--- src/rtl/fx_flag_pkg.sv ---
package fx_flag_pkg;

  typedef struct packed {
    logic ca;
    logic ca32;
    logic ov;
    logic ov32;
    logic so;
  } flag_reg_t;

  localparam int unsigned NUM_OPS = 3;

endpackage

--- src/rtl/fx_carry_eval.sv ---
module fx_carry_eval #(
  parameter int unsigned W  = 64,
  parameter int unsigned LW = 32,
  parameter int unsigned N  = 3
) (
  input  logic [N-1:0][W-1:0] ops,
  input  logic [N-1:0]        ops_vld,
  input  logic [W-1:0]        res,
  output logic                ca_n,
  output logic                ca32_n
);
  logic [N-1:0] gt_full;
  logic [N-1:0] gt_low;

  for (genvar i = 0; i < N; i++) begin : g_cmp
    assign gt_full[i] = ops_vld[i] && (ops[i] > res);
    assign gt_low[i]  = ops_vld[i] && (ops[i][LW-1:0] > res[LW-1:0]);
  end

  assign ca_n   = |gt_full;
  assign ca32_n = |gt_low;
endmodule

--- src/rtl/fx_ovf_eval.sv ---
module fx_ovf_eval #(
  parameter int unsigned W  = 64,
  parameter int unsigned LW = 32
) (
  input  logic [W-1:0] x,
  input  logic [W-1:0] y,
  input  logic [W-1:0] r,
  output logic         ov_n,
  output logic         ov32_n
);
  always_comb begin
    ov_n   = (x[W-1] == y[W-1]) && (r[W-1] != x[W-1]);
    ov32_n = (x[LW-1] == y[LW-1]) && (r[LW-1] != x[LW-1]);
  end
endmodule

--- src/rtl/fx_cond_eval.sv ---
module fx_cond_eval #(
  parameter int unsigned W = 64
) (
  input  logic [W-1:0] r,
  input  logic         so_in,
  output logic [3:0]   cond
);
  logic neg, zero, pos;
  always_comb begin
    neg  = r[W-1];
    zero = (r == '0);
    pos  = !neg && !zero;
    cond = {neg, pos, zero, so_in};
  end
endmodule

--- src/rtl/fx_flag_unit.sv ---
module fx_flag_unit #(
  parameter int unsigned XLEN = 64,
  parameter int unsigned LOWW = 32
) (
  input  logic            clk,
  input  logic            rst_n,
  input  logic            res_valid,
  input  logic            inv_a,
  input  logic [XLEN-1:0] op_a,
  input  logic [XLEN-1:0] op_b,
  input  logic            b_valid,
  input  logic [XLEN-1:0] imm,
  input  logic            imm_valid,
  input  logic [XLEN-1:0] result,
  input  logic            carry_en,
  input  logic            ov_en,
  input  logic            ov_ok,
  input  logic            rec_en,
  input  logic [1:0]      done_mask,
  output logic            ca,
  output logic            ca32,
  output logic            ov,
  output logic            ov32,
  output logic            so,
  output logic [3:0]      cr_field,
  output logic            cr_we
);
  import fx_flag_pkg::*;

  localparam int unsigned NOPS = NUM_OPS;

  logic [NOPS-1:0][XLEN-1:0] ops;
  logic [NOPS-1:0]           ops_vld;
  logic [XLEN-1:0]           a_eff;
  logic [XLEN-1:0]           second;
  logic                      ca_n, ca32_n, ov_n, ov32_n;
  logic                      ov_upd;
  logic                      so_next;
  logic [3:0]                cond_n;
  flag_reg_t                 flags_q;
  logic [3:0]                cr_q;
  logic                      we_q;

  assign a_eff   = inv_a ? ~op_a : op_a;
  assign ops     = {imm, op_b, a_eff};
  assign ops_vld = {imm_valid, b_valid, 1'b1};
  assign second  = b_valid ? op_b : imm;

  fx_carry_eval #(.W(XLEN), .LW(LOWW), .N(NOPS)) u_carry (
    .ops    (ops),
    .ops_vld(ops_vld),
    .res    (result),
    .ca_n   (ca_n),
    .ca32_n (ca32_n)
  );

  fx_ovf_eval #(.W(XLEN), .LW(LOWW)) u_ovf (
    .x     (a_eff),
    .y     (second),
    .r     (result),
    .ov_n  (ov_n),
    .ov32_n(ov32_n)
  );

  assign ov_upd  = res_valid && ov_en && ov_ok;
  assign so_next = ov_upd ? (flags_q.so | ov_n) : flags_q.so;

  fx_cond_eval #(.W(XLEN)) u_cond (
    .r    (result),
    .so_in(so_next),
    .cond (cond_n)
  );

  always_ff @(posedge clk) begin
    if (!rst_n) begin
      flags_q <= '0;
      cr_q    <= '0;
      we_q    <= 1'b0;
    end else begin
      we_q <= res_valid && rec_en;
      if (res_valid) begin
        if (carry_en) begin
          if (!done_mask[0]) flags_q.ca   <= ca_n;
          if (!done_mask[1]) flags_q.ca32 <= ca32_n;
        end
        if (ov_en && ov_ok) begin
          flags_q.ov   <= ov_n;
          flags_q.ov32 <= ov32_n;
          flags_q.so   <= so_next;
        end
        if (rec_en) cr_q <= cond_n;
      end
    end
  end

  assign ca       = flags_q.ca;
  assign ca32     = flags_q.ca32;
  assign ov       = flags_q.ov;
  assign ov32     = flags_q.ov32;
  assign so       = flags_q.so;
  assign cr_field = cr_q;
  assign cr_we    = we_q;
endmodule

--- config.mk ---
export PLATFORM = sky130hd
export DESIGN_NAME = fx_flag_unit
export DESIGN_NICKNAME = d
export VERILOG_FILES = /design/src/rtl/fx_flag_pkg.sv /design/src/rtl/fx_carry_eval.sv /design/src/rtl/fx_ovf_eval.sv /design/src/rtl/fx_cond_eval.sv /design/src/rtl/fx_flag_unit.sv
export SDC_FILE = /design/constraint.sdc
export NUM_CORES = 1
export LEC_CHECK = 0
export BUFFER_PORTS_ARGS = -buffer_cell sky130_fd_sc_hd__clkbuf_2
export CORE_MARGIN = 4
export CORE_UTILIZATION = 52
export DETAILED_ROUTE_END_ITERATION = 8
export PLACE_DENSITY = 0.9
export SYNTH_ARGS = -nofsm -noshare
export SYNTH_HDL_FRONTEND = slang
export SYNTH_SLANG_ARGS = --single-unit
export TNS_END_PERCENT = 100
--- constraint.sdc ---
create_clock -name clk -period 9.7 [get_ports clk]
set_clock_uncertainty 0.05 [all_clocks]
set_input_delay 1.94 -clock clk [delete_from_list [all_inputs] [get_ports clk]]
set_output_delay 1.94 -clock clk [all_outputs]
set_load 0.02 [all_outputs]
==> metrics.cfg <==
[synthesis]
synth-seq-area-share_pct=3.62
synth_edf_count=0
yosys_warnings=0
synth_ff_type=dfxtp_1
syn_area_per_cell_sq_um=7.83
synth.most_common_cell=ha_1
syn_inst=706
synth.top_cell.area_share_pct=43.5
async_flop_share_pct=0
synth_top_area_cell=ha_1
ys_types=49
synth_nets=1166
mappedNetlistArea_sq_um=5530
yosys-top-cells-count=ha_1, a21oi_1, inv_1
synthTopCellsByArea=ha_1, xor2_1, a21oi_1, inv_1, nand4_1
ys_ff_latch=10

[critical_path]
critPathCaptureType=register
cp_data_arrival_time_ps=4650
path_max_fanout=64
worstPathRequired_ps=9770
worstSetupStartpoint=inv_a
r2r-start=so
r2r_cells=3
cp-start-kind=input port
critical_path_class=input port to register

[power_and_ir_drop]
netSwitchingPower_w=0.000188
switching_share_pct=45.8
power_density_nw_per_um2=57.7
clock_power_share_pct=12.7
peakVddDrop_mv=0.0419
power_leakage_nw=4.06
p_seq_share_pct=10.6
p_int_w=0.000223
combPwrFrac_pct=76.7

[clock_network]
cts.sinks=10
cts_resized=0
cts_tree=done
clock_latency_ps=230
cts_made_buffers=3
clkTransAtPathRegs_ps=50
clockBufferDepth=2
root_buffer=clkbuf_8
cts_hold_buf=0
cts_setup_buffers=0
htreeDepth=1

[floorplanning]
chipHeight_um=111
ioPinCount=278
coreArea_sq_um=10300
fp.dieW_um=111
rows=37
dieArea_sq_um=12300
initial_core_util_pct=53.5

[drt]
dr_wl_met3_mm=1.39
routed_via_density=5.71
met1_length_mm=7.78
wl_per_cell_um=17.5
drt_iter0_markers=333
top_layer=met4
firstDrtPassIters=5
drt-total-wl_mm=19.6
ant_nets=0
met2_length_mm=9.37
drcViolationCount=0
vias=6373

[placed_design]
io_buffers=277
dp_hpwl_mm=17.9
gp_congestion=0.984

[grt]
grt_pass1_wl_mm=30.1
track_usage_pct=29.5
grt_max_degree=65
gr-total-overflow=0
grt_pass1_vias=6391
antenna_found_initial=0

[sta]
min_period_ps=4580
worst_pin_slew_ps=1030
whs_ps=419
slew_viol_final=0
relSlewSlack_pct=31.6
fin_crit_sh_pct=47.3
rsz0062_at_grt=no
setup_tns_ps=0
fmax_ghz=0.218
setup_viol=0
hold_viol=0

[layout]
drive_above_1_share_pct=29.3
layout.nets=1441
syn2layout_area_growth_pct=28.7
antenna_cells=0

[run_status]
status=complete, no violations

[hold_path]
hp-start=cr_field[1]
min_path_type=register to register
min_path_cells=2

[flow_run]
drv_cap=0

## cells by family (layout without fill, tap and decap cells)
kind of cell	after synthesis	after routing	synth area share (%)
adder cells (fa/ha/maj)	192	192	43.5
AND/OR/NAND/NOR	182	182	17.5
AO/OA/AOI/OAI	174	174	19.2
buffers and inverters	80	354	5.46
XOR/XNOR	66	66	10.5
flip-flops	10	10	3.62
multiplexers	2	2	0.362
## per-layer routing
layer,up-vias,global-route usage [%]
li1,3198,-
met1,2802,34.4
met2,305,52.8
met3,68,4.15
met4,0,14.3
met5,-,0
## power by group through the flow
stage / logic [W] / clock network [W] / registers [W]
global placement: 0.000299 / 0 / 0.0000444
CTS: 0.000312 / 0.0000534 / 0.0000436
detailed placement: 0.000310 / 0 / 0.0000444
finish: 0.000315 / 0.0000521 / 0.0000436
global route: 0.000356 / 0.0000558 / 0.0000437
floorplan: 0.000187 / 0 / 0.0000462
## stage by stage
stage                     util, %  worst slack, ps  power, W  cell area [sq um]  cells
after floorplan                 -             5300  0.000233               5530    706
after global placement       68.4             4970  0.000343               7060   1112
after detailed placement     68.4             4910  0.000354               7060   1112
after CTS                    68.9             5150  0.000409               7110   1116
after global routing         68.9             4930  0.000456               7110   1116
final                        68.9             5120  0.000410               7110   1116
## area by class of cell
class	count	area, sq um
timing repair buffer	277	1390
clock buffer	4	55.1
sequential	10	200
inverter	73	274
tap	136	170
fill	853	3210
multi-input combinational	616	5020
## worst max-delay path, stage by stage
cell,delay (ps)
buf_4,750
xor2_1,220
ha_1,380
nand4_1,150
or4_1,560
nor2_1,220
o211ai_2,100
o311a_1,290
## layout by cell type (no fill, tap or decap), drive strengths merged, types with 2 or more instances in the layout
cell / instances
xnor2: 3
nor2: 13
o211ai: 11
a211o: 2
or4: 3
nand4: 42
clkbuf: 280
o21ai: 34
nor2b: 6
dfxtp: 10
nand2: 56
nand2b: 2
a21boi: 2
and4: 2
nor3: 13
a31oi: 3
a211oi: 3
ha: 192
mux2i: 2
nor4: 21
nand3: 14
a221o: 2
a21oi: 81
xor2: 63
inv: 73
or3: 3
a21o: 16
and2: 2
a2111o: 2
a221oi: 8
o21a: 2
## worst paths after layout
check                     end  slack, ps
setup / recovery         ca32       5120
hold / removal    cr_field[1]        420
setup reg to reg  cr_field[0]       8870
hold reg to reg   cr_field[1]        420
## state kept, by name, summed over array words and instances (netlist names)
name      cells
ca            1
ca32          1
cr_field      4
cr_we         1
ov            1
ov32          1
so            1
Power figures use the tool's default switching activity.
